<file path="config.mk">
export PLATFORM = sky130hd
export DESIGN_NAME = spd_reader
export DESIGN_NICKNAME = d
export VERILOG_FILES = /design/src/rtl/spd_pkg.sv /design/src/rtl/spd_qtick.sv /design/src/rtl/spd_shift.sv /design/src/rtl/spd_reader.sv
export SDC_FILE = /design/constraint.sdc
export NUM_CORES = 1
export LEC_CHECK = 0
export ABC_AREA = 1
export BUFFER_PORTS_ARGS = -buffer_cell sky130_fd_sc_hd__buf_2
export CAP_MARGIN = 20
export CORE_MARGIN = 3
export CORE_UTILIZATION = 58
export CTS_BUF_LIST = sky130_fd_sc_hd__clkbuf_8 sky130_fd_sc_hd__clkbuf_16
export CTS_CLUSTER_SIZE = 25
export DETAILED_ROUTE_END_ITERATION = 8
export GPL_ROUTABILITY_DRIVEN = 0
export GPL_TIMING_DRIVEN = 0
export HOLD_SLACK_MARGIN = 0.12
export PLACE_DENSITY = 0.79
export SLEW_MARGIN = 20
export SYNTH_ARGS = -nofsm -noshare
export SYNTH_HDL_FRONTEND = slang
export SYNTH_SLANG_ARGS = --single-unit
</file>
<file path="constraint.sdc">
create_clock -name clk -period 1.8 [get_ports clk]
set_input_delay 0.36 -clock clk [delete_from_list [all_inputs] [get_ports clk]]
set_output_delay 0.36 -clock clk [all_outputs]
set_load 0.05 [all_outputs]
</file>
<file path="src/rtl/spd_pkg.sv">
package spd_pkg;

    // Bus sequencer phases; each phase lasts a whole number of SCL quarters.
    typedef enum logic [2:0] {
        ST_IDLE  = 3'd0,
        ST_START = 3'd1,
        ST_TX    = 3'd2,
        ST_TXACK = 3'd3,
        ST_RX    = 3'd4,
        ST_RXACK = 3'd5,
        ST_STOP  = 3'd6
    } spd_st_e;

    localparam int BYTE_W = 8;

endpackage

</file>
<file path="src/rtl/spd_qtick.sv">
// Quarter-period tick generator for SCL timing.
module spd_qtick #(
    parameter int DIV = 125
) (
    input  logic clk,
    input  logic rst_n,
    input  logic en_i,
    output logic tick_o
);
    localparam int CW = (DIV > 1) ? $clog2(DIV) : 1;
    localparam logic [CW-1:0] LAST = CW'(DIV - 1);

    logic [CW-1:0] cnt_d, cnt_q;

    always_comb begin
        cnt_d = cnt_q;
        if (!en_i)
            cnt_d = '0;
        else if (cnt_q == LAST)
            cnt_d = '0;
        else
            cnt_d = cnt_q + 1'b1;
    end

    always_ff @(posedge clk or negedge rst_n) begin
        if (!rst_n) cnt_q <= '0;
        else        cnt_q <= cnt_d;
    end

    assign tick_o = en_i && (cnt_q == LAST);

endmodule

</file>
<file path="src/rtl/spd_shift.sv">
// Shared shifter: serialises outgoing bytes and collects incoming ones.
module spd_shift #(
    parameter int W = 8
) (
    input  logic         clk,
    input  logic         rst_n,
    input  logic         load_i,
    input  logic [W-1:0] load_val_i,
    input  logic         shift_i,
    input  logic         sin_i,
    output logic [W-1:0] q_o
);
    logic [W-1:0] sh_d, sh_q;

    always_comb begin
        sh_d = sh_q;
        if (load_i)
            sh_d = load_val_i;
        else if (shift_i)
            sh_d = {sh_q[W-2:0], sin_i};
    end

    always_ff @(posedge clk or negedge rst_n) begin
        if (!rst_n) sh_q <= '0;
        else        sh_q <= sh_d;
    end

    assign q_o = sh_q;

endmodule

</file>
<file path="src/rtl/spd_reader.sv">
// Dumps the first NBYTES locations of a single-address-byte SPD EEPROM.
module spd_reader
    import spd_pkg::*;
#(
    parameter int         DIV      = 125,
    parameter int         NBYTES   = 128,
    parameter logic [6:0] DEV_ADDR = 7'b1010000
) (
    input  logic       clk,
    input  logic       rst_n,
    input  logic       start_i,
    input  logic       sda_i,
    output logic       scl_oe_o,
    output logic       sda_oe_o,
    output logic [7:0] byte_o,
    output logic       byte_vld_o,
    output logic [6:0] byte_idx_o,
    output logic       busy_o,
    output logic       done_o,
    output logic       err_o
);
    localparam int IW = (NBYTES > 1) ? $clog2(NBYTES) : 1;
    localparam logic [IW-1:0] LAST_IDX = IW'(NBYTES - 1);

    typedef struct packed {
        spd_st_e       st;
        logic [1:0]    qp;        // quarter of the current SCL period
        logic [2:0]    bitn;      // bit within the byte
        logic          rdph;      // 0: pointer write, 1: bulk read
        logic          ptr_sent;  // pointer byte already queued
        logic          nak;       // slave failed to acknowledge
        logic [IW-1:0] idx;
        logic          scl_oe;
        logic          sda_oe;
        logic          vld;
        logic          done;
        logic          err;
    } regs_t;

    regs_t r_d, r_q;

    logic                tick;
    logic [BYTE_W-1:0]   sh_q;
    logic [BYTE_W-1:0]   sh_val;
    logic                sh_load, sh_shift, sh_in;

    spd_qtick #(.DIV(DIV)) u_tick (
        .clk    (clk),
        .rst_n  (rst_n),
        .en_i   (r_q.st != ST_IDLE),
        .tick_o (tick)
    );

    spd_shift #(.W(BYTE_W)) u_sh (
        .clk        (clk),
        .rst_n      (rst_n),
        .load_i     (sh_load),
        .load_val_i (sh_val),
        .shift_i    (sh_shift),
        .sin_i      (sh_in),
        .q_o        (sh_q)
    );

    always_comb begin
        r_d      = r_q;
        r_d.vld  = 1'b0;
        r_d.done = 1'b0;
        r_d.err  = 1'b0;
        sh_load  = 1'b0;
        sh_shift = 1'b0;
        sh_val   = '0;
        sh_in    = 1'b0;

        if (r_q.st == ST_IDLE) begin
            if (start_i) begin
                r_d.st       = ST_START;
                r_d.qp       = 2'd0;
                r_d.bitn     = 3'd0;
                r_d.rdph     = 1'b0;
                r_d.ptr_sent = 1'b0;
                r_d.nak      = 1'b0;
                r_d.idx      = '0;
            end
        end else if (tick) begin
            if (r_q.qp != 2'd3) begin
                r_d.qp = r_q.qp + 2'd1;
                // End of the second quarter: middle of SCL high.
                if (r_q.qp == 2'd2) begin
                    if (r_q.st == ST_TXACK)
                        r_d.nak = sda_i;
                    if (r_q.st == ST_RX) begin
                        sh_shift = 1'b1;
                        sh_in    = sda_i;
                    end
                end
            end else begin
                r_d.qp = 2'd0;
                unique case (r_q.st)
                    ST_START: begin
                        r_d.st   = ST_TX;
                        r_d.bitn = 3'd0;
                        sh_load  = 1'b1;
                        sh_val   = {DEV_ADDR, r_q.rdph};
                    end
                    ST_TX: begin
                        if (r_q.bitn == 3'd7) begin
                            r_d.st = ST_TXACK;
                        end else begin
                            r_d.bitn = r_q.bitn + 3'd1;
                            sh_shift = 1'b1;
                        end
                    end
                    ST_TXACK: begin
                        if (r_q.nak) begin
                            r_d.st = ST_STOP;
                        end else if (!r_q.rdph) begin
                            if (!r_q.ptr_sent) begin
                                r_d.st       = ST_TX;
                                r_d.bitn     = 3'd0;
                                r_d.ptr_sent = 1'b1;
                                sh_load      = 1'b1;
                                sh_val       = '0;
                            end else begin
                                r_d.st = ST_STOP;
                            end
                        end else begin
                            r_d.st   = ST_RX;
                            r_d.bitn = 3'd0;
                        end
                    end
                    ST_RX: begin
                        if (r_q.bitn == 3'd7) begin
                            r_d.st  = ST_RXACK;
                            r_d.vld = 1'b1;
                        end else begin
                            r_d.bitn = r_q.bitn + 3'd1;
                        end
                    end
                    ST_RXACK: begin
                        if (r_q.idx == LAST_IDX) begin
                            r_d.st = ST_STOP;
                        end else begin
                            r_d.idx  = r_q.idx + 1'b1;
                            r_d.st   = ST_RX;
                            r_d.bitn = 3'd0;
                        end
                    end
                    ST_STOP: begin
                        if (r_q.nak) begin
                            r_d.st  = ST_IDLE;
                            r_d.err = 1'b1;
                        end else if (!r_q.rdph) begin
                            r_d.st   = ST_START;
                            r_d.rdph = 1'b1;
                        end else begin
                            r_d.st   = ST_IDLE;
                            r_d.done = 1'b1;
                        end
                    end
                    default: r_d.st = ST_IDLE;
                endcase
            end
        end

        // Line drive for the phase being entered; SDA holds through quarter 0.
        unique case (r_d.st)
            ST_IDLE: begin
                r_d.scl_oe = 1'b0;
                r_d.sda_oe = 1'b0;
            end
            ST_START: begin
                r_d.scl_oe = (r_d.qp == 2'd3);
                r_d.sda_oe = r_d.qp[1];
            end
            default: begin
                r_d.scl_oe = !r_d.qp[1];
                if (r_d.qp == 2'd1) begin
                    unique case (r_d.st)
                        ST_TX:    r_d.sda_oe = !sh_q[BYTE_W-1];
                        ST_RXACK: r_d.sda_oe = (r_q.idx != LAST_IDX);
                        ST_STOP:  r_d.sda_oe = 1'b1;
                        default:  r_d.sda_oe = 1'b0;
                    endcase
                end else if (r_d.st == ST_STOP && r_d.qp == 2'd3) begin
                    r_d.sda_oe = 1'b0;
                end
            end
        endcase
    end

    always_ff @(posedge clk or negedge rst_n) begin
        if (!rst_n) begin
            r_q <= '{st: ST_IDLE, qp: 2'd0, bitn: 3'd0, rdph: 1'b0,
                     ptr_sent: 1'b0, nak: 1'b0, idx: '0, scl_oe: 1'b0,
                     sda_oe: 1'b0, vld: 1'b0, done: 1'b0, err: 1'b0};
        end else begin
            r_q <= r_d;
        end
    end

    assign scl_oe_o   = r_q.scl_oe;
    assign sda_oe_o   = r_q.sda_oe;
    assign byte_o     = sh_q;
    assign byte_vld_o = r_q.vld;
    assign byte_idx_o = 7'(r_q.idx);
    assign busy_o     = (r_q.st != ST_IDLE);
    assign done_o     = r_q.done;
    assign err_o      = r_q.err;

    // the two line enables never move in the same cycle.
    a_r8_lines_apart: assert property (@(posedge clk) disable iff (!rst_n)
        !(!$stable(scl_oe_o) && !$stable(sda_oe_o)));

    // SDA moves under a high SCL only while framing START or STOP.
    a_r8_sda_framing_only: assert property (@(posedge clk) disable iff (!rst_n)
        (!scl_oe_o && !$past(scl_oe_o) && !$stable(sda_oe_o))
        |-> (r_q.st == ST_START || r_q.st == ST_STOP));

    // byte strobe is a single-cycle pulse during a busy sequence.
    a_r5_vld_single: assert property (@(posedge clk) disable iff (!rst_n)
        byte_vld_o |=> !byte_vld_o);

    a_r5_vld_busy: assert property (@(posedge clk) disable iff (!rst_n)
        byte_vld_o |-> busy_o);

    // completion and failure are exclusive.
    a_r6_done_err_excl: assert property (@(posedge clk) disable iff (!rst_n)
        !(done_o && err_o));

    // an idle block leaves both lines released.
    a_r1_idle_released: assert property (@(posedge clk) disable iff (!rst_n)
        !busy_o |-> (!scl_oe_o && !sda_oe_o && !byte_vld_o));

endmodule

</file>
# Word-level counts from Yosys, hierarchy flattened
# Cells that the tools add are included.
[classes]
reduce_logical = 22
n_mux = 72
n_addsub = 4
n_eq_ne = 27
[ops]
columns = ["cell", "n"]
rows = [
  ["two-way mux 18 bit", 3],
  ["two-way mux 8 bit", 6],
  ["two-way mux 3 bit", 15],
  ["two-way mux 7 bit", 5],
  ["two-way mux 1 bit", 34],
  ["equality test 3 bit (second input constant)", 6],
  ["one-hot mux 3 bit (6 select lines)", 1],
  ["AND reduction 5 bit", 3],
  ["adder 7 x 1 -> 7 bit (second input constant)", 2],
  ["equality test 7 bit (second input constant)", 2],
  ["nonzero test 2 bit", 7],
  ["one-hot mux 3 bit (4 select lines)", 1],
  ["equality test 3 x 2 -> 1 bit (second input constant)", 3],
  ["!= test 3 bit (second input constant)", 3],
  ["!= test 2 bit (second input constant)", 4],
  ["AND reduction 8 bit", 1],
  ["!= test 7 bit (second input constant)", 1],
  ["equality test 3 x 1 -> 1 bit (second input constant)", 2],
  ["zero test 3 bit", 2],
  ["two-way mux 2 bit", 3],
  ["AND reduction 6 bit", 1],
  ["two-way mux 5 bit", 1],
  ["nonzero test 5 bit", 1],
  ["equality test 2 bit (second input constant)", 2],
  ["other kinds (13)", 16],
]
[word_totals]
ff_bits = 38
in_bits = 4

# Depth between registers and ports, before layout
# Gate-level depths: netlist of the first run.
[depth]
ltp_word = 12
mapped_depth = 16

# By module
# Synthesis of the first run repeated with hierarchy kept, for this count alone.
[hier_totals]
cells_unflattened = 297
area_unflattened_um2 = 2289.7
[modules_own_cells]
columns = ["module", "seq_area_each_um2", "n_inst", "area_each_um2", "cells_per_inst"]
rows = [
  ["spd_reader", 575.6, 1, 1527.7, 207],
  ["spd_qtick", 175.2, 1, 387.9, 46],
  ["spd_shift", 200.2, 1, 374.1, 44],
]

# Least setup slack after synthesis of the first run
# Ideal clock, no wire load.
[synth_timing]
path_type = "reg-to-reg"
startpoint = "reg u_tick.cnt_q[0]"
endpoint = "reg r_q, in the netlist sda_oe_o"
arrival_time_ps = 1574
setup_time_ps = 126
path_buffers = 0
slack_ps = 100
synth_period_minus_slack_ps = 1700
required_ps = 1674
stages_incl_launch_ff = 14
cell_sequence = "dfrtp_1 -> inv_1 -> ha_1 -> nand3_1 -> nor2_2 -> nand3_2 -> nand2_1 -> inv_1 -> nor2_2 -> nand2_1 -> nand2_1 -> nand2_1 -> nand3_1 -> nand3_1"
[synth_between]
elab_chain_cells = 8
word_cells_on_any_way = 16
[synth_rtl]
columns = ["item", "line", "rtl"]
rows = [
  ["from (decl)", "spd_qtick.sv:13", "logic [CW-1:0] cnt_d, cnt_q;"],
  ["from (signal assigned)", "spd_qtick.sv:27", "else cnt_q <= cnt_d;"],
  ["equality test 7 bit (*)", "spd_qtick.sv:30", "assign tick_o = en_i && (cnt_q == LAST);"],
  ["logical AND 1 bit (*)", "spd_qtick.sv:30", ""],
  ["two-way mux 18 bit (*)", "spd_reader.sv:84", "end else if (tick) begin"],
  ["two-way mux 18 bit (*)", "spd_reader.sv:74", "if (r_q.st == ST_IDLE) begin"],
  ["equality test 3 bit (tied with other cells)", "spd_reader.sv:178, spd_reader.sv:184", ""],
  ["one-hot mux 1 bit (3 select lines)", "spd_reader.sv:178", "unique case (r_d.st)"],
  ["two-way mux 1 bit", "spd_reader.sv:177", "if (r_d.qp == 2'd1) begin"],
  ["one-hot mux 2 bit (2 select lines)", "spd_reader.sv:166", "unique case (r_d.st)"],
  ["to (signal assigned)", "spd_reader.sv:193", "r_q <= '{st: ST_IDLE, qp: 2'd0, bitn: 3'd0, rdph: 1'b0,"],
  ["to (signal assigned)", "spd_reader.sv:197", "r_q <= r_d;"],
  ["to (decl)", "spd_reader.sv:40", "regs_t r_d, r_q;"],
]
# Every way passes the cells marked *; elsewhere a longest branch is shown, timed or not. The select of a mux whose other input is x is not followed.
# A chain may end at the register's enable or synchronous reset.

# Worst setup path in the final report of the first run
[layout_timing]
startpoint = "reg u_tick.cnt_q[0]"
endpoint = "reg r_q, in the netlist byte_idx_o[4]"
[layout_between]
elab_chain_cells = 4
[layout_rtl]
columns = ["item", "line"]
rows = [
  ["equality test 7 bit", "spd_qtick.sv:30"],
  ["logical AND 1 bit", "spd_qtick.sv:30"],
  ["nonzero test 2 bit (no line)", "-"],
  ["AND reduction 5 bit (no line)", "-"],
]
# Every way passes these cells.

==> results of run 1 <==
[final cells by class]
type                    instances  area, um^2
plain buffers                   9       78.83
clock buffers                   6       82.58
clock inverters                 2       8.758
fillers                       226       633.1
inverters                      43       176.4
multi-input cells             192        1252
flip-flops and latches         38       953.4
well taps                      46       57.56
repair buffers                 42       277.8
[final timing paths]
check | from | to | slack (ps) | cells past startpoint
max | u_tick.cnt_q[0] | byte_idx_o[4] | -60 | 16
min | rst_n | u_tick.cnt_q[6] | 170 | 1
max reg2reg | u_tick.cnt_q[0] | byte_idx_o[4] | -60 | 16
min reg2reg | r_q[15] | r_q[15] | 500 | 1
max in group asynchronous | rst_n | r_q[22] | 1050 | 1
min in group clk | sda_i | r_q[12] | 400 | 3
[registers in the layout, summed over array words and instances (netlist names)]
| register | count |
|---|---|
| scl_oe_o | 1 |
| done_o | 1 |
| r_q | 11 |
| u_tick.cnt_q | 7 |
| sda_oe_o | 1 |
| byte_vld_o | 1 |
| byte_idx_o | 7 |
| err_o | 1 |
| u_sh.q_o | 8 |
[per-layer routing]
| layer | GRT usage | part of all wire | up-vias |
|---|---|---|---|
| met5 | 0 | 0 | - |
| li1 | - | - | 1004 |
| met4 | 0.07940 | 0.023 | 0 |
| met3 | 0.05911 | 0.054 | 13 |
| met2 | 0.3767 | 0.48 | 68 |
| met1 | 0.3069 | 0.44 | 950 |
[worst reg2reg max path, stage by stage, from the launching register on]
cell	delay (ps)
dfrtp_1	400
inv_2	80
ha_4	130
nand3_4	90
inv_2	70
nand2_2	60
nand2_4	70
nand2_4	80
inv_6	90
buf_12	100
nand3_4	90
clkinv_4	90
nand2_4	50
nor2_4	120
nand3_1	90
nand2_1	100
nor2_2	40
[cells by family (layout without fill, tap and decap cells)]
kind of cell | after synthesis | in the layout
simple gates | 153 | 153
flops | 38 | 38
mux | 1 | 1
xor+xnor | 2 | 2
buf+inv | 52 | 102
compound gates | 29 | 29
fa+ha+maj | 7 | 7
[stage by stage]
| stage | utilization | setup WS, ps | cells | hold WS [ps] | TNS (ps) |
|---|---|---|---|---|---|
| floorplan | - | 100.0 | 282 | 64.41 | 0 |
| global placement | 0.6887 | -80.60 | 352 | 469.1 | -157.6 |
| finish | 0.8202 | -62.73 | 378 | 172.1 | -244.7 |
| CTS | 0.7310 | 8.040 | 364 | 192.7 | 0 |
| global route | 0.8202 | -271.9 | 378 | 218.2 | -1696 |
| detailed placement | 0.6887 | -127.2 | 352 | 487.1 | -1025 |
[synth_stat cells, drive strengths merged]
cell     n
nand2   63
inv     41
dfrtp   38
nor2    37
nand3   33
o21ai   13
a21oi   12
nor3    12
buf      9
ha       7
nand4    4
a31oi    2
clkinv   2
nor4     2
and3     1
mux2i    1
nor3b    1
o211ai   1
o31ai    1
xnor2    1
xor2     1
[repair_timing]
item	in CTS	in global routing
resized for setup	7	53
setup buffers	4	14
cloned	0	0
hold buffers	0	0
setup endpoints to repair	18	22
pin swaps	1	16
[report_power, final]
part / internal [mW] / switching (mW) / leakage [nW]
clock network: 0.303 / 0.292 / 0.0524
registers: 0.969 / 0.150 / 0.510
logic: 0.639 / 0.932 / 0.847
==> impl_metrics.csv, run 1 <==
group,metric,value,unit
grt,grt_max_degree,39,
setup_path,critPathKind,"flop to flop",
setup_path,cpMostUsedCell,"nand2_4",
sta,slew-limit-headroom,0.4356,
setup_path,cp_slowest_stage_delay,400,ps
logic_synthesis,ys.warnings.count,0,
sta,rsz0062_at_grt,"true",
power,peakVddDrop,572.5,uV
finish,final_area,2888,um^2
sta,setup_ws,-62.73,ps
die,initial_core_util,0.6382,
power,totalPowerFinal,3.285,mW
cts,clockBufferDepth,2,
outcome,run_status,"complete, but fails checks",
outcome,violations,"setup timing",
sta,fin_crit_sh,1.035,
logic_synthesis,seq_area_frac_synth,0.4232,
logic_synthesis,synth_nets,293,
finish,diodes,0,
logic_synthesis,synth_adder_area_share,0.03898,
cts,clock-sinks,38,
detailed_routing,post_drt_wl_per_cell,13.98,um
grt,track_usage,0.2343,
sta,fin_crit,1863,ps
finish,drive_gt1_frac,0.3675,
detailed_routing,initialDrtViolationCount,113,
setup_path,path_cells,"inv_2, ha_4, nand3_4, inv_2, nand2_2, nand2_4, nand2_4, inv_6, buf_12, nand3_4, clkinv_4, nand2_4, nor2_4, nand3_1, nand2_1, nor2_2",
cts,clk_pin_slew,80,ps
setup_path,critPathLaunchType,"flop",
die,num_rows,21,
detailed_routing,totalWireLength,5286,um
logic_synthesis,syn_area_per_cell,7.969,um^2
die,die_area,4657,um^2
setup_path,cp_slowest_cell,"dfrtp_1",
placed_design,dp_hpwl,3474,um
logic_synthesis,yosys.area_share.simple,0.3458,
job,cap_viol_max_count,0,
detailed_routing,dr.pass1.iters,4,
finish,areaGrowthSynthToFinish,28.51,%
power,leakagePower,1.410,nW
logic_synthesis,synth_area_leaders,"dfrtp_1, nand2_1, nand3_1",
finish,final_cell_mix,"nand2_1, dfrtp_1, inv_1",
grt,grt_pass1_wl,8169,um
setup_path,cp_num_buf_inv,5,
cts,clkLatencyLatePin,290,ps
hold_path,hold_path.class,"primary input to async pin",
logic_synthesis,yosys.area_share.xor_xnor,0.007795,
setup_path,cp.arrival,2040,ps
logic_synthesis,synth_compound_area_frac,0.07127,
finish,final_common_cell,"nand2_1",
setup_path,cp.required,1980,ps
cts,cts_root_buffer,"clkbuf_8",
grt,antenna_found_initial,0,
die,core_area,3521,um^2
placed_design,portBuffers,24,
sta,fin_skew,8.272,ps
cts,tritoncts,"done",
setup_path,crit_path_end_kind,"flop",
die,die_h,68.25,um
grt,grt_overflow_total,0,
logic_synthesis,synth.cell_area,2247,um^2
detailed_routing,drcViolationCount,0,
logic_synthesis,synth.distinct_cells,34,
logic_synthesis,synth.area.mux_share,0.004454,
power,power_density,1138,nW/um^2
cts,tritoncts.num_buffers,5,
sta,fmax,536.8,MHz
logic_synthesis,yosys.area.top_type,"dfrtp_1",
finish,fin_nets,342,
die,pin_count,25,
placed_design,placed_area,2425,um^2
setup_path,crit_family,"simple AND/OR/NAND/NOR gates",
detailed_routing,vias_per_cell,5.384,
logic_synthesis,synthCells,282,
sta,final-hold-violation-count,0,
sta,slew_violations,0,
cts,cts.htree.levels,2,
grt,grt_pass1_vias,1856,
detailed_routing,antenna_left,0,
die,die_w,68.25,um
setup_path,crit_fanout,4,
detailed_routing,vias,2035,
logic_synthesis,synth_top_area_frac,0.4232,
sta,max_slew.worst_pin.slew,846.5,ps
sta,setup_violations,7,
logic_synthesis,synth_top_family_by_area,"simple AND/OR/NAND/NOR gates",
logic_synthesis,ys_ff_latch,38,
Note: power is estimated with default switching activity, not from simulation.
==> inputs of run 2 (changes only) <==
--- a/config.mk
+++ b/config.mk
@@ -9,14 +9,15 @@
 export BUFFER_PORTS_ARGS = -buffer_cell sky130_fd_sc_hd__buf_2
 export CAP_MARGIN = 20
 export CORE_MARGIN = 3
-export CORE_UTILIZATION = 58
+export CORE_UTILIZATION = 60
 export CTS_BUF_LIST = sky130_fd_sc_hd__clkbuf_8 sky130_fd_sc_hd__clkbuf_16
 export CTS_CLUSTER_SIZE = 25
 export DETAILED_ROUTE_END_ITERATION = 8
 export GPL_ROUTABILITY_DRIVEN = 0
 export GPL_TIMING_DRIVEN = 0
 export HOLD_SLACK_MARGIN = 0.12
-export PLACE_DENSITY = 0.79
+export PLACE_DENSITY = 0.82
+export SETUP_SLACK_MARGIN = 0.1
 export SLEW_MARGIN = 20
 export SYNTH_ARGS = -nofsm -noshare
 export SYNTH_HDL_FRONTEND = slang
==> constraint.sdc (replaced) <==
create_clock -name clk -period 2.2 [get_ports clk]
set_input_delay 0.44 -clock clk [delete_from_list [all_inputs] [get_ports clk]]
set_output_delay 0.44 -clock clk [all_outputs]
set_load 0.05 [all_outputs]
==> run 2 against run 1 <==
- the flow now finishes without violations
- non-clock buffer count decreased by 18
- sequential share of layout area increased by 4.8 points
- core utilization decreased by 9.5 points
- highest routed layer unchanged
==> impl_metrics.csv, run 2 (synthesis results as in run 1) <==
group,metric,value,unit
detailed_routing,drcViolationCount,0,
grt,track_usage,0.2271,
sta,fin_crit_sh,0.8809,
placed_design,placed_area,2425,um^2
outcome,run_status,"finished, final reports clean",
detailed_routing,initialDrtViolationCount,105,
sta,slew_violations,0,
die,num_rows,21,
cts,cts.htree.levels,2,
die,die_area,4516,um^2
power,leakagePower,1.317,nW
placed_design,portBuffers,24,
detailed_routing,vias,1891,
setup_path,cp.arrival,2110,ps
placed_design,post-place-cells,352,
detailed_routing,vias_per_cell,5.253,
detailed_routing,totalWireLength,4461,um
die,pin_count,25,
setup_path,critPathLaunchType,"flop",
cts,cts_root_buffer,"clkbuf_8",
sta,slew-limit-headroom,0.4592,
job,cap_viol_max_count,0,
setup_path,cp_slowest_stage_delay,410,ps
setup_path,cp.required,2380,ps
cts,cts_setup_buffers,0,
sta,final-hold-violation-count,0,
finish,drive_gt1_frac,0.2229,
sta,fin_crit,1938,ps
setup_path,crit_fanout,6,
placed_design,dp_slack,297.5,ps
finish,diodes,0,
placed_design,dp_hpwl,3434,um
grt,grt_overflow_total,0,
die,core_area,3468,um^2
detailed_routing,antenna_left,0,
power,p_int,1.319,mW
finish,areaGrowthSynthToFinish,11.97,%
finish,fin_util,0.7255,
finish,final_area,2516,um^2
cts,clkLatencyLatePin,290,ps
finish,regMostFlops,"r_q",
cts,cts-hold-fix-buffers,0,
sta,finalSetupTns,0,ps
sta,setup_violations,0,
detailed_routing,post_drt_wl_per_cell,12.39,um
grt,grt_pass1_wl,7728,um
hold_path,hold_path.class,"primary input to async pin",
power,sw_frac_of_total,0.4185,
cts,tritoncts.num_buffers,5,
cts,ctsResizeCount,0,
grt,grt_max_degree,39,
setup_path,timing.reg2reg.setup_slack,260,ps
power,switching_power,0.9496,mW
power,share_seq_of_total_power,0.396,
power,power_density,901.8,nW/um^2
finish,final_common_cell,"nand2_1",
cts,tritoncts,"done",
finish,fin_nets,324,
finish,finalNonFillerCells,360,
sta,fin_skew,4.322,ps
die,initial_core_util,0.6479,
setup_path,critPathKind,"flop to flop",
power,peakVddDrop,458.3,uV
grt,antenna_found_initial,0,
power,p_comb_frac,0.389,
power,totalPowerFinal,2.269,mW
setup_path,path_cells,"inv_1, ha_1, nand3_1, nor2_2, nand3_2, inv_2, nand2_1, nand2_2, nor2_1, nor2_1, nand2_1, nand3_1, nand3_1",
grt,grt_pass1_vias,1791,
sta,fmax,516.0,MHz
die,die_w,67.20,um
detailed_routing,dr.pass1.iters,4,
finish,largest_reg_flops,11,
cts,clock-sinks,38,
setup_path,cp_slowest_cell,"dfrtp_1",
setup_path,cpMostUsedCell,"nand3_1",
setup_path,crit_path_end_kind,"flop",
sta,max_slew.worst_pin.slew,811.3,ps
sta,setup_ws,262.0,ps
power,clock_power_share,0.215,
cts,clk_pin_slew,70,ps
sta,timing.hold.ws,236.1,ps
finish,final_cell_mix,"nand2_1, dfrtp_1, inv_1",
cts,clockBufferDepth,2,
setup_path,reg2reg_depth,13,
sta,rsz0062_at_grt,"true",
die,die_h,67.20,um
[run 2: worst paths after layout]
| kind | from | end |
|---|---|---|
| worst max-delay path | u_tick.cnt_q[0] | sda_oe_o |
| worst min-delay path | rst_n | u_tick.cnt_q[5] |
| worst max register to register | u_tick.cnt_q[0] | sda_oe_o |
| worst min register to register | r_q[15] | r_q[15] |
| max in group asynchronous | rst_n | r_q[17] |
| min in group clk | start_i | r_q[20] |
[run 2: layout make-up]
cell class              count  area, um^2
inverters                  43       165.2
clock buffers               6       82.58
fillers                   303       952.2
repair buffers             24       120.1
multi-input cells         192        1052
well taps                  46       57.56
clock inverters             2       8.758
plain buffers               9       78.83
flip-flops and latches     38       950.9
[run 2: per-layer routing]
metal  part of all wire  GRT usage  wire [um]
met1               0.46     0.2756       2039
met4              0.016    0.08608         70
met2               0.49     0.3890       2169
met3              0.041    0.05491        182
met5                  0          0          0
[run 2: worst max-delay path: cells and delay by family (launching register included)]
family | cells | cell delay, ps
and+or+nand+nor | 10 | 1080
DFF | 1 | 410
buffers and inverters | 2 | 190
adders and majority gates | 1 | 130
[run 2: power by group through the flow]
stage	registers, mW	logic [mW]	clock network (mW)
2_1_floorplan	0.884	0.729	0
3_3_place_gp	0.902	0.862	0
3_5_place_dp	0.908	0.885	0
4_1_cts	0.897	0.886	0.491
5_1_grt	0.912	0.973	0.527
6_report	0.899	0.882	0.488
==> inputs of run 3 (changes only) <==
--- a/config.mk
+++ b/config.mk
@@ -5,9 +5,8 @@
 export SDC_FILE = /design/constraint.sdc
 export NUM_CORES = 1
 export LEC_CHECK = 0
-export ABC_AREA = 1
 export BUFFER_PORTS_ARGS = -buffer_cell sky130_fd_sc_hd__buf_2
-export CAP_MARGIN = 20
+export CAP_MARGIN = 30
 export CORE_MARGIN = 3
 export CORE_UTILIZATION = 60
 export CTS_BUF_LIST = sky130_fd_sc_hd__clkbuf_8 sky130_fd_sc_hd__clkbuf_16
@@ -16,7 +15,7 @@
 export GPL_ROUTABILITY_DRIVEN = 0
 export GPL_TIMING_DRIVEN = 0
 export HOLD_SLACK_MARGIN = 0.12
-export PLACE_DENSITY = 0.82
+export PLACE_DENSITY = 0.83
 export SETUP_SLACK_MARGIN = 0.1
 export SLEW_MARGIN = 20
 export SYNTH_ARGS = -nofsm -noshare
==> run 3 against run 2 <==
- largest power group unchanged
- hold slack better by 8.8 ps
- maximum frequency fell by 9.7%
- via count is 1.0% higher
- highest routed layer unchanged
- final cell count down 11%
- non-clock buffer count up 19
- wire length is 14% higher
- global-route usage up 0.14 points
==> impl_metrics.csv, run 3 <==
group,metric,value,unit
outcome,run_status,"finished, final reports clean",
power,p_int,1.119,mW
finish,final_cell_mix,"dfrtp_1, nor2_1, buf_2",
cts,tritoncts.num_buffers,5,
die,die_area,4360,um^2
logic_synthesis,synthTopCellsByCount,"dfrtp_1, nor2_1, nand2_1",
detailed_routing,vias,1910,
die,initial_core_util,0.6330,
placed_design,dp_hpwl,3051,um
logic_synthesis,synthCells,228,
power,power_density,589.7,nW/um^2
die,core_area,3416,um^2
die,die_w,66.03,um
logic_synthesis,synth_most_common_cell,"dfrtp_1",
hold_path,hold_path.class,"primary input to async pin",
power,peakVddDrop,556.6,uV
grt,antenna_found_initial,0,
sta,finalSetupTns,0,ps
power,sw_frac_of_total,0.2921,
sta,rsz0062_at_grt,"true",
sta,fin_skew,6.802,ps
cts,clock-sinks,38,
logic_synthesis,synth_compound_area_frac,0.1209,
setup_path,timing.rr.end,"sda_oe_o",
cts,tritoncts,"done",
sta,slew-limit-headroom,0.4585,
sta,slew_violations,0,
logic_synthesis,synth_top_area_frac,0.4398,
logic_synthesis,synth.cell_area,2162,um^2
grt,grt_overflow_total,0,
detailed_routing,post_drt_wl_per_cell,15.96,um
grt,track_usage,0.2285,
detailed_routing,dr.pass1.iters,5,
logic_synthesis,seq_area_frac_synth,0.4398,
logic_synthesis,synth_nets,239,
job,cap_viol_max_count,0,
sta,fin_crit_sh,0.9759,
setup_path,timing.reg2reg.setup_slack,50,ps
logic_synthesis,ys.flop_type,"dfrtp_1",
grt,grt_max_degree,39,
finish,fin_nets,284,
logic_synthesis,synth_adder_area_share,0.04051,
finish,fill_cells,215,
logic_synthesis,yosys.area.top_type,"dfrtp_1",
power,share_seq_of_total_power,0.517,
detailed_routing,initialDrtViolationCount,177,
cts,cts_root_buffer,"clkbuf_8",
power,totalPowerFinal,1.580,mW
sta,final-hold-violation-count,0,
sta,fmax,465.8,MHz
power,switching_power,0.4616,mW
logic_synthesis,syn_area_per_cell,9.483,um^2
setup_path,critPathKind,"flop to flop",
setup_path,timing.critical_path.to,"sda_oe_o",
die,pin_count,25,
cts,clockBufferDepth,2,
die,die_h,66.03,um
logic_synthesis,synth_top_family_by_area,"simple AND/OR/NAND/NOR gates",
setup_path,cp.arrival,2350,ps
setup_path,crit_path_end_kind,"flop",
detailed_routing,drcViolationCount,0,
power,clock_power_share,0.302,
finish,regMostFlops,"r_q",
logic_synthesis,ys.warnings.count,0,
finish,diodes,0,
logic_synthesis,ys_ff_latch,38,
cts,cts-hold-fix-buffers,0,
logic_synthesis,synth-edff-count,0,
logic_synthesis,synth.distinct_cells,53,
finish,largest_reg_flops,11,
logic_synthesis,yosys.area_share.simple,0.2483,
cts,clk_pin_slew,70,ps
finish,final_common_cell,"dfrtp_1",
cts,cts.htree.levels,2,
detailed_routing,vias_per_cell,5.969,
setup_path,startpoint,"byte_idx_o[1]",
die,num_rows,21,
logic_synthesis,ys_async_sr_fraction,1.000,
power,leakagePower,1.342,nW
setup_path,reg2reg_depth,8,
finish,final_area,2680,um^2
cts,clkLatencyLatePin,290,ps
sta,fin_crit,2147,ps
grt,grt_pass1_vias,1645,
logic_synthesis,synth_area_leaders,"dfrtp_1, nor2_1, ha_1",
placed_design,placed_area,2340,um^2
grt,grt_pass1_wl,7541,um
placed_design,portBuffers,24,
sta,setup_violations,0,
setup_path,critPathLaunchType,"flop",
logic_synthesis,synth.area.mux_share,0.04456,
setup_path,crit_fanout,5,
finish,areaGrowthSynthToFinish,23.96,%
setup_path,cp.required,2400,ps
detailed_routing,totalWireLength,5106,um
power,p_comb_frac,0.181,
sta,timing.hold.ws,244.9,ps
setup_path,rr_startpoint,"byte_idx_o[1]",
finish,drive_gt1_frac,0.3504,
detailed_routing,antenna_left,0,
sta,max_slew.worst_pin.slew,812.2,ps
logic_synthesis,yosys.area_share.xor_xnor,0.03646,
-- run 3: metrics by stage --
step	worst slack, ps	cells	utilization
after floorplan	176.0	228	-
after global placement	-14.35	298	0.6850
after detailed placement	-36.34	298	0.6850
after CTS	28.06	310	0.7275
after global routing	-33.58	320	0.7846
final	53.07	320	0.7846
-- run 3: cell families after synthesis --
logic type | after synthesis
AOI/OAI and AO/OA | 34
xor gates and xnor gates | 9
adders and majority gates | 7
buffers and inverters | 30
DFF | 38
muxes | 9
and+or+nand+nor | 101
-- run 3: metal layers --
metal | wire [um] | up-vias | track usage
li1 | - | 891 | -
met1 | 2138 | 924 | 0.2981
met2 | 2571 | 82 | 0.3592
met3 | 331 | 13 | 0.04932
met4 | 65 | 0 | 0.1117
met5 | 0 | - | 0
-- run 3: critical path: stages (launching register included) --
cell and delay (ps):
dfrtp_1 380, ha_2 200, and3_4 200, nand4_4 130, a221o_1 420, clkinv_2 110, o211ai_2 100, a2111o_1 380
a31oi_1 150
-- run 3: worst min path at each step --
stage | start | endpoint | slack, ps | cells after the start
floorplan | rst_n | byte_idx_o[0] | 140 | 0
global placement | u_tick.cnt_q[0] | u_tick.cnt_q[0] | 470 | 1
detailed placement | u_tick.cnt_q[0] | u_tick.cnt_q[0] | 470 | 1
CTS | rst_n | r_q[13] | 270 | 1
global route | rst_n | u_sh.q_o[3] | 310 | 1
finish | rst_n | r_q[12] | 240 | 1
-- run 3: timing repair --
action                                  in CTS  in global routing
cloned                                       0                  0
endpoints found under the setup margin       8                 14
endpoints found under the hold margin        0                  0
pin swaps                                    2                  9
gates resized for setup                      5                 29
setup buffers                                4                 10
-- run 3: power by group through the flow --
stage | combinational [mW] | sequential (mW) | clock [mW]
floorplan | 0.158 | 0.819 | 0
global placement | 0.214 | 0.819 | 0
detailed placement | 0.219 | 0.821 | 0
CTS | 0.224 | 0.808 | 0.485
global route | 0.322 | 0.822 | 0.514
finish | 0.286 | 0.817 | 0.477
-- run 3: layout make-up --
class | instances | area (um^2) | area share
Inverter | 16 | 61.31 | 0.02288
Timing Repair Buffer | 38 | 225.2 | 0.08403
Clock inverter | 2 | 8.758 | 0.003268
Tap cell | 46 | 57.56 | 0.02148
Clock buffer | 6 | 82.58 | 0.03081
Multi-Input combinational cell | 160 | 1197 | 0.4468
Sequential cell | 38 | 952.2 | 0.3553
Buffer | 14 | 95.09 | 0.03548
